[config.mk]
export PLATFORM = sky130hd
export DESIGN_NAME = rdv_arbiter
export DESIGN_NICKNAME = d
export VERILOG_FILES = /design/src/rtl/rdv_pkg.sv /design/src/rtl/rdv_exec.sv /design/src/rtl/rdv_pick.sv /design/src/rtl/rdv_route.sv /design/src/rtl/rdv_arbiter.sv
export SDC_FILE = /design/constraint.sdc
export NUM_CORES = 1
export LEC_CHECK = 0
export BUFFER_PORTS_ARGS = -buffer_cell sky130_fd_sc_hd__clkbuf_2
export CAP_MARGIN = 25
export CORE_AREA = 2 2 173 175
export CTS_BUF_LIST = sky130_fd_sc_hd__clkbuf_8
export DETAILED_ROUTE_END_ITERATION = 10
export DIE_AREA = 0 0 175 177
export PLACE_DENSITY = 0.42
export SETUP_SLACK_MARGIN = 0.15
export SLEW_MARGIN = 15
export SYNTH_ARGS = -nofsm -noshare
export SYNTH_HDL_FRONTEND = slang
export SYNTH_HIERARCHICAL = 1
export SYNTH_SLANG_ARGS = --single-unit
[constraint.sdc]
create_clock -name clk -period 5.05 [get_ports clk]
set_clock_uncertainty 0.05 [all_clocks]
set_input_delay 0.505 -clock clk [delete_from_list [all_inputs] [get_ports clk]]
set_output_delay 0.505 -clock clk [all_outputs]
set_load 0.03 [all_outputs]
[src/rtl/rdv_pkg.sv]
package rdv_pkg;

  // index of the lowest set bit of a participant mask (0 when empty)
  function automatic int low_bit(input logic [63:0] mask);
    int idx;
    idx = 0;
    for (int i = 63; i >= 0; i--) begin
      if (mask[i]) idx = i;
    end
    return idx;
  endfunction

  // inclusive window test shared by domain and guard checks
  function automatic logic in_win(input logic [63:0] v, input logic [63:0] lo,
                                  input logic [63:0] hi);
    return (v >= lo) && (v <= hi);
  endfunction

endpackage

[src/rtl/rdv_exec.sv]
module rdv_exec
  import rdv_pkg::*;
#(
  parameter int N_MACH = 4,
  parameter int N_ENT  = 4,
  parameter int DW     = 8,
  parameter int IW     = 2,
  parameter logic [N_ENT*N_MACH-1:0] PART_MAP   = '0,
  parameter logic [N_ENT*IW-1:0]     PROD_MAP   = '0,
  parameter logic [N_ENT-1:0]        AGREE_MAP  = '0,
  parameter logic [N_ENT*DW-1:0]     DOM_LO_MAP = '0,
  parameter logic [N_ENT*DW-1:0]     DOM_HI_MAP = '0
) (
  input  logic [N_MACH*N_ENT-1:0]    req,
  input  logic [N_MACH*N_ENT*DW-1:0] val,
  input  logic [N_MACH*N_ENT*DW-1:0] grd_lo,
  input  logic [N_MACH*N_ENT*DW-1:0] grd_hi,
  output logic [N_ENT-1:0]           exe,
  output logic [N_ENT*DW-1:0]        xval
);

  for (genvar e = 0; e < N_ENT; e++) begin : g_ent
    localparam logic [N_MACH-1:0] PART = PART_MAP[e*N_MACH +: N_MACH];
    localparam bit   AGREE = AGREE_MAP[e];
    localparam int   SRC   = AGREE ? low_bit(64'(PART)) : int'(PROD_MAP[e*IW +: IW]);
    localparam logic [DW-1:0] DLO = DOM_LO_MAP[e*DW +: DW];
    localparam logic [DW-1:0] DHI = DOM_HI_MAP[e*DW +: DW];

    logic          ok_c;
    logic [DW-1:0] v_c;

    always_comb begin
      v_c  = val[(SRC*N_ENT+e)*DW +: DW];
      ok_c = 1'b1;
      if (AGREE == 1'b0) begin
        if (!in_win(64'(v_c), 64'(DLO), 64'(DHI))) ok_c = 1'b0;
      end
      for (int m = 0; m < N_MACH; m++) begin
        if (PART[m]) begin
          if (!req[m*N_ENT+e]) ok_c = 1'b0;
          if (AGREE) begin
            if (val[(m*N_ENT+e)*DW +: DW] != v_c) ok_c = 1'b0;
          end else if (m != SRC) begin
            if (!in_win(64'(v_c), 64'(grd_lo[(m*N_ENT+e)*DW +: DW]),
                        64'(grd_hi[(m*N_ENT+e)*DW +: DW]))) ok_c = 1'b0;
          end
        end
      end
    end

    assign exe[e]             = ok_c;
    assign xval[e*DW +: DW]   = v_c;
  end

endmodule

[src/rtl/rdv_pick.sv]
module rdv_pick #(
  parameter int N_MACH = 4,
  parameter int N_ENT  = 4,
  parameter logic [N_ENT*N_MACH-1:0] PART_MAP = '0,
  parameter logic [N_ENT*N_ENT-1:0]  CONF_MAP = '0,
  localparam int PW = (N_ENT > 1) ? $clog2(N_ENT) : 1
) (
  input  logic             clk,
  input  logic             rst_n,
  input  logic [N_ENT-1:0] exe,
  output logic [N_ENT-1:0] grant
);

  logic [N_ENT-1:0] cmask [N_ENT];

  for (genvar e = 0; e < N_ENT; e++) begin : g_row
    for (genvar f = 0; f < N_ENT; f++) begin : g_col
      localparam bit SHARE = |(PART_MAP[e*N_MACH +: N_MACH] & PART_MAP[f*N_MACH +: N_MACH]);
      localparam bit LIST  = CONF_MAP[e*N_ENT+f] | CONF_MAP[f*N_ENT+e];
      assign cmask[e][f] = (e != f) && (SHARE || LIST);
    end
  end

  logic [PW-1:0] ptr_q;
  logic [PW-1:0] first_idx;
  logic          first_v;

  always_comb begin
    grant     = '0;
    first_v   = 1'b0;
    first_idx = '0;
    for (int k = 0; k < N_ENT; k++) begin
      int e;
      e = int'(ptr_q) + k;
      if (e >= N_ENT) e = e - N_ENT;
      if (exe[e] && ((cmask[e] & grant) == '0)) begin
        grant[e] = 1'b1;
        if (!first_v) begin
          first_v   = 1'b1;
          first_idx = PW'(e);
        end
      end
    end
  end

  always_ff @(posedge clk) begin
    if (!rst_n) ptr_q <= '0;
    else if (first_v) ptr_q <= (int'(first_idx) == N_ENT-1) ? '0 : first_idx + PW'(1);
  end

  for (genvar e = 0; e < N_ENT; e++) begin : g_chk
    p_no_pair_r7: assert property (@(posedge clk) disable iff (!rst_n)
      grant[e] |-> ((grant & cmask[e]) == '0));
    p_grant_exe_r2: assert property (@(posedge clk) disable iff (!rst_n)
      grant[e] |-> exe[e]);
  end

  p_ptr_idle_r8: assert property (@(posedge clk) disable iff (!rst_n)
    (exe == '0) |=> $stable(ptr_q));

endmodule

[src/rtl/rdv_route.sv]
module rdv_route #(
  parameter int N_MACH = 4,
  parameter int N_ENT  = 4,
  parameter int DW     = 8,
  parameter logic [N_ENT*N_MACH-1:0] PART_MAP = '0
) (
  input  logic                 clk,
  input  logic                 rst_n,
  input  logic [N_ENT-1:0]     grant,
  input  logic [N_ENT*DW-1:0]  xval,
  input  logic [N_MACH-1:0]    solo_req,
  output logic [N_MACH-1:0]    fire,
  output logic [N_ENT-1:0]     ent_fire,
  output logic [N_MACH*DW-1:0] rx_data,
  output logic [N_MACH-1:0]    solo_fire
);

  always_ff @(posedge clk) begin
    if (!rst_n) begin
      ent_fire  <= '0;
      solo_fire <= '0;
    end else begin
      ent_fire  <= grant;
      solo_fire <= solo_req;
    end
  end

  for (genvar m = 0; m < N_MACH; m++) begin : g_mach
    logic          hit;
    logic [DW-1:0] dsel;

    always_comb begin
      hit  = 1'b0;
      dsel = '0;
      for (int e = 0; e < N_ENT; e++) begin
        if (grant[e] && PART_MAP[e*N_MACH+m]) begin
          hit  = 1'b1;
          dsel = xval[e*DW +: DW];
        end
      end
    end

    always_ff @(posedge clk) begin
      if (!rst_n) begin
        fire[m]              <= 1'b0;
        rx_data[m*DW +: DW]  <= '0;
      end else begin
        fire[m] <= hit;
        if (hit) rx_data[m*DW +: DW] <= dsel;
      end
    end

    p_rx_hold_r6: assert property (@(posedge clk) disable iff (!rst_n)
      !fire[m] |-> (rx_data[m*DW +: DW] == $past(rx_data[m*DW +: DW])));
  end

  p_solo_r9: assert property (@(posedge clk) disable iff (!rst_n)
    $past(rst_n) |-> (solo_fire == $past(solo_req)));

endmodule

[src/rtl/rdv_arbiter.sv]
module rdv_arbiter #(
  parameter int N_MACH = 4,
  parameter int N_ENT  = 4,
  parameter int DW     = 8,
  parameter logic [N_ENT*N_MACH-1:0] PART_MAP   = 16'hC369,
  parameter logic [N_ENT*2-1:0]      PROD_MAP   = 8'h84,
  parameter logic [N_ENT-1:0]        AGREE_MAP  = 4'b0100,
  parameter logic [N_ENT*N_ENT-1:0]  CONF_MAP   = 16'h0012,
  parameter logic [N_ENT*DW-1:0]     DOM_LO_MAP = 32'h0000_1000,
  parameter logic [N_ENT*DW-1:0]     DOM_HI_MAP = 32'h64FF_FFC8
) (
  input  logic                        clk,
  input  logic                        rst_n,
  input  logic [N_MACH*N_ENT-1:0]     req,
  input  logic [N_MACH*N_ENT*DW-1:0]  val,
  input  logic [N_MACH*N_ENT*DW-1:0]  grd_lo,
  input  logic [N_MACH*N_ENT*DW-1:0]  grd_hi,
  input  logic [N_MACH-1:0]           solo_req,
  output logic [N_MACH-1:0]           fire,
  output logic [N_ENT-1:0]            ent_fire,
  output logic [N_MACH*DW-1:0]        rx_data,
  output logic [N_MACH-1:0]           solo_fire
);

  localparam int IW = 2;

  logic [N_ENT-1:0]    exe;
  logic [N_ENT*DW-1:0] xval;
  logic [N_ENT-1:0]    grant;

  rdv_exec #(
    .N_MACH(N_MACH), .N_ENT(N_ENT), .DW(DW), .IW(IW),
    .PART_MAP(PART_MAP), .PROD_MAP(PROD_MAP), .AGREE_MAP(AGREE_MAP),
    .DOM_LO_MAP(DOM_LO_MAP), .DOM_HI_MAP(DOM_HI_MAP)
  ) u_exec (
    .req(req), .val(val), .grd_lo(grd_lo), .grd_hi(grd_hi),
    .exe(exe), .xval(xval)
  );

  rdv_pick #(
    .N_MACH(N_MACH), .N_ENT(N_ENT), .PART_MAP(PART_MAP), .CONF_MAP(CONF_MAP)
  ) u_pick (
    .clk(clk), .rst_n(rst_n), .exe(exe), .grant(grant)
  );

  rdv_route #(
    .N_MACH(N_MACH), .N_ENT(N_ENT), .DW(DW), .PART_MAP(PART_MAP)
  ) u_route (
    .clk(clk), .rst_n(rst_n), .grant(grant), .xval(xval), .solo_req(solo_req),
    .fire(fire), .ent_fire(ent_fire), .rx_data(rx_data), .solo_fire(solo_fire)
  );

  // per-machine request summary and participant columns for the checks
  logic [N_MACH-1:0] any_req;
  logic [N_ENT-1:0]  pcol [N_MACH];

  for (genvar m = 0; m < N_MACH; m++) begin : g_mchk
    assign any_req[m] = |req[m*N_ENT +: N_ENT];
    for (genvar e = 0; e < N_ENT; e++) begin : g_col
      assign pcol[m][e] = PART_MAP[e*N_MACH+m];
    end

    p_fire_req_r2: assert property (@(posedge clk) disable iff (!rst_n)
      fire[m] |-> $past(any_req[m]));
    p_single_ent_r7: assert property (@(posedge clk) disable iff (!rst_n)
      $countones(ent_fire & pcol[m]) <= 1);
  end

  for (genvar e = 0; e < N_ENT; e++) begin : g_echk
    localparam logic [N_MACH-1:0] PART = PART_MAP[e*N_MACH +: N_MACH];
    p_fire_part_r2: assert property (@(posedge clk) disable iff (!rst_n)
      ent_fire[e] |-> ((fire & PART) == PART));
  end

endmodule

==> flow_metrics.env <==
export IMPL_crit_type="input pin to flop"
export IMPL_r2r_slack_ns=0.99
export IMPL_antenna_found_initial=0
export IMPL_grt_max_degree=47
export IMPL_die_x_um=175
export IMPL_yosys_warnings=6
export IMPL_maxSlewViolCount=0
export IMPL_insertion_delay_ns=0.31
export IMPL_worst_endpoint_arrival_ns=4.48
export IMPL_grtUsageTotal_pct=9.46
export IMPL_drive_gt1_share_pct=34.7
export IMPL_rsz0062_at_grt="no"
export IMPL_numCtsBuffers=5
export IMPL_min_from="solo_req[0]"
export IMPL_synth_common_cells="ha_1 (56), inv_1 (51), dfxtp_1 (46)"
export IMPL_synth_enable_flop_cells=0
export IMPL_tns_ns=0
export IMPL_ir_drop_uv=76.5
export IMPL_core_mm2=0.0292
export IMPL_syn_area_mm2=0.00425
export IMPL_die_area_mm2=0.0310
export IMPL_final_area_mm2=0.00539
export IMPL_setup_viol=0
export IMPL_root_buffer="clkbuf_8"
export IMPL_cts_max_path_buffers=2
export IMPL_power_density_mw_per_mm2=201
export IMPL_htree_levels=2
export IMPL_yosysSeqAreaShare_pct=21.7
export IMPL_ctsHoldBuffers=0
export IMPL_antenna_cells=0
export IMPL_hold_path_depth=2
export IMPL_end_kind="flop"
export IMPL_vias_per_cell=3.78
export IMPL_relSlewSlack_pct=52.0
export IMPL_die_h_um=177
export IMPL_multiInputGateArea_mm2=0.00271
export IMPL_cts_resized_gates=0
export IMPL_io_buffer_count=145
export IMPL_total_power_w=0.00108
export IMPL_placedCellCount=983
export IMPL_synth_area_leaders="dfxtp_1 (22%), ha_1 (17%), o311a_1 (7.8%)"
export IMPL_hp_class="input pin to flop"
export IMPL_hold_viol_final=0
export IMPL_clk_pin_slew_ns=0.09
export IMPL_yosysMostFrequentCell="ha_1"
export IMPL_wl_per_cell_um=14.8
export IMPL_fin_nets=1063
export IMPL_grt_first_pass_wirelength_um=22100
export IMPL_hold_path_end="u_route/solo_fire[0]$_SDFF_PN0_"
export IMPL_async_flop_share_pct=0
export IMPL_period_needed_ns=4.33
export IMPL_vias=3746
export IMPL_num_rows=63
export IMPL_start_kind="input pin"
export IMPL_cts_sinks=46
export IMPL_worstPathRequired_ns=5.20
export IMPL_area_delta_synth_final_pct=27.0
export IMPL_hpwl_um=12300
export IMPL_synthFlopType="dfxtp_1"
export IMPL_drv_cap=0
export IMPL_path_max_fanout=16
export IMPL_syn_inst=480
export IMPL_cts_tree="yes"
export IMPL_postCtsSetupRepairBufs=0
export IMPL_synthesis_nets=942
export IMPL_timing_rr_start="u_pick/ptr_q[0]$_SDFFE_PN0P_"
export IMPL_drt_total_wl_um=14700
export IMPL_grt_pass1_vias=3840
export IMPL_drt_iter0_markers=131
export IMPL_yosys_area_top_type_share_pct=21.7
export IMPL_initial_utilization_pct=14.5
export IMPL_worst_slew_pin_slew_ns=0.719
export IMPL_timing_rr_end="u_route/rx_data[4]$_SDFFE_PN0P_"
export IMPL_nFillCells=3313
export IMPL_fmaxAchievable_mhz=231
export IMPL_instances_no_fill=992
export IMPL_dpl_cell_area_mm2=0.00528
export IMPL_yosysUniqueCellTypes=62
export IMPL_synth_top_area_cell="dfxtp_1"
export IMPL_synth_seq_cells=46
export IMPL_drc=0
export IMPL_post_route_period_util_pct=85.7
export IMPL_status="finished clean"
export IMPL_place_gp_congestion=0.802
export IMPL_avgSynthCellArea_um2=8.84
export IMPL_dr_pass1_iters=4
export IMPL_ant_nets=0
export IMPL_regArea_um2=921
export IMPL_rr_worst_depth=13
export IMPL_leakage_nw=2.79
export IMPL_grt_ovfl_total=0
export IMPL_num_io_pins=450
[worst max-delay path, cell delays in order]
cell	delay, ns
clkbuf_2	0.12
ha_1	0.31
nor2b_1	0.13
o211ai_1	0.16
a21oi_1	0.09
o22a_1	0.21
nor3_1	0.55
mux4_2	0.45
o31ai_1	0.14
and2_4	0.20
buf_4	0.15
a311oi_2	0.38
nand3_1	0.14
o21ai_2	0.21
buf_12	0.17
buf_4	0.18
nor2b_1	0.06
o311a_1	0.31
[cells in the final DEF (no fill, tap or decap), types with 9 or more instances in the layout]
| master | Yosys | routed |
|---|---|---|
| a21oi_1 | 20 | 20 |
| and2_1 | 16 | 16 |
| and2_4 | 9 | 9 |
| buf_4 | 38 | 22 |
| clkbuf_2 | 0 | 145 |
| dfxtp_1 | 46 | 46 |
| ha_1 | 56 | 56 |
| inv_1 | 51 | 51 |
| nand2_1 | 14 | 14 |
| nand2b_1 | 23 | 23 |
| nand4_1 | 9 | 9 |
| nor2b_1 | 33 | 33 |
| o21ai_0 | 18 | 17 |
| o311a_1 | 33 | 33 |
[power breakdown]
part / total, W / switching (W) / internal (W)
registers: 0.000415 / 0.0000225 / 0.000392
logic: 0.000426 / 0.000247 / 0.000180
clock network: 0.000241 / 0.000143 / 0.0000976
total: 0.00108 / 0.000412 / 0.000670
[kinds of logic after synthesis]
| group | count (synthesis) | share of synthesized area, % |
|---|---|---|
| flops | 46 | 21.7 |
| fa+ha+maj | 56 | 16.5 |
| simple gates | 132 | 19.1 |
| mux | 7 | 2.68 |
| buf+inv | 109 | 14.5 |
| compound gates | 120 | 23.4 |
| xor+xnor | 10 | 2.06 |
[worst max-delay path by stage]
stage,slack [ns],startpoint,depth (start not counted),end
detailed placement,0.40,val[88],18,u_route/rx_data[3]$_SDFFE_PN0P_
global route,0.48,val[88],19,u_route/rx_data[29]$_SDFFE_PN0P_
floorplan,0.58,val[0],19,u_route/rx_data[2]$_SDFFE_PN0P_
finish,0.72,val[1],18,u_route/rx_data[28]$_SDFFE_PN0P_
global placement,0.36,val[0],19,u_route/rx_data[27]$_SDFFE_PN0P_
CTS,0.71,val[88],18,u_route/rx_data[3]$_SDFFE_PN0P_
[registers in the layout, summed over array words and instances (netlist names)]
| register | count |
|---|---|
| u_route/ent_fire | 4 |
| u_pick/ptr_q | 2 |
| u_route/solo_fire | 4 |
| u_route/fire | 4 |
| u_route/rx_data | 32 |
[stage by stage]
step	util, %	setup slack, ns	hold WS, ns
floorplan	-	0.583	0.582
global placement	18.1	0.365	0.540
detailed placement	18.1	0.403	0.550
CTS	18.4	0.714	0.331
global route	18.4	0.480	0.339
finish	18.4	0.722	0.349
[cell type report]
class	instances	share of cell area, %
clock buffer	5	1.28
clock inverter	3	0.394
inverter	51	3.55
multi-input combinational	325	50.3
sequential	46	17.1
tap	390	9.05
timing repair buffer	172	18.4
[metal layers]
layer	GRT usage (%)	wire length [µm]	up-vias
met5	0	0	-
met4	1.84	168	0
met3	2.47	792	12
met2	14.8	6430	101
met1	13.1	7300	1711
li1	-	-	1922
Note: power is estimated with default switching activity, not from simulation.
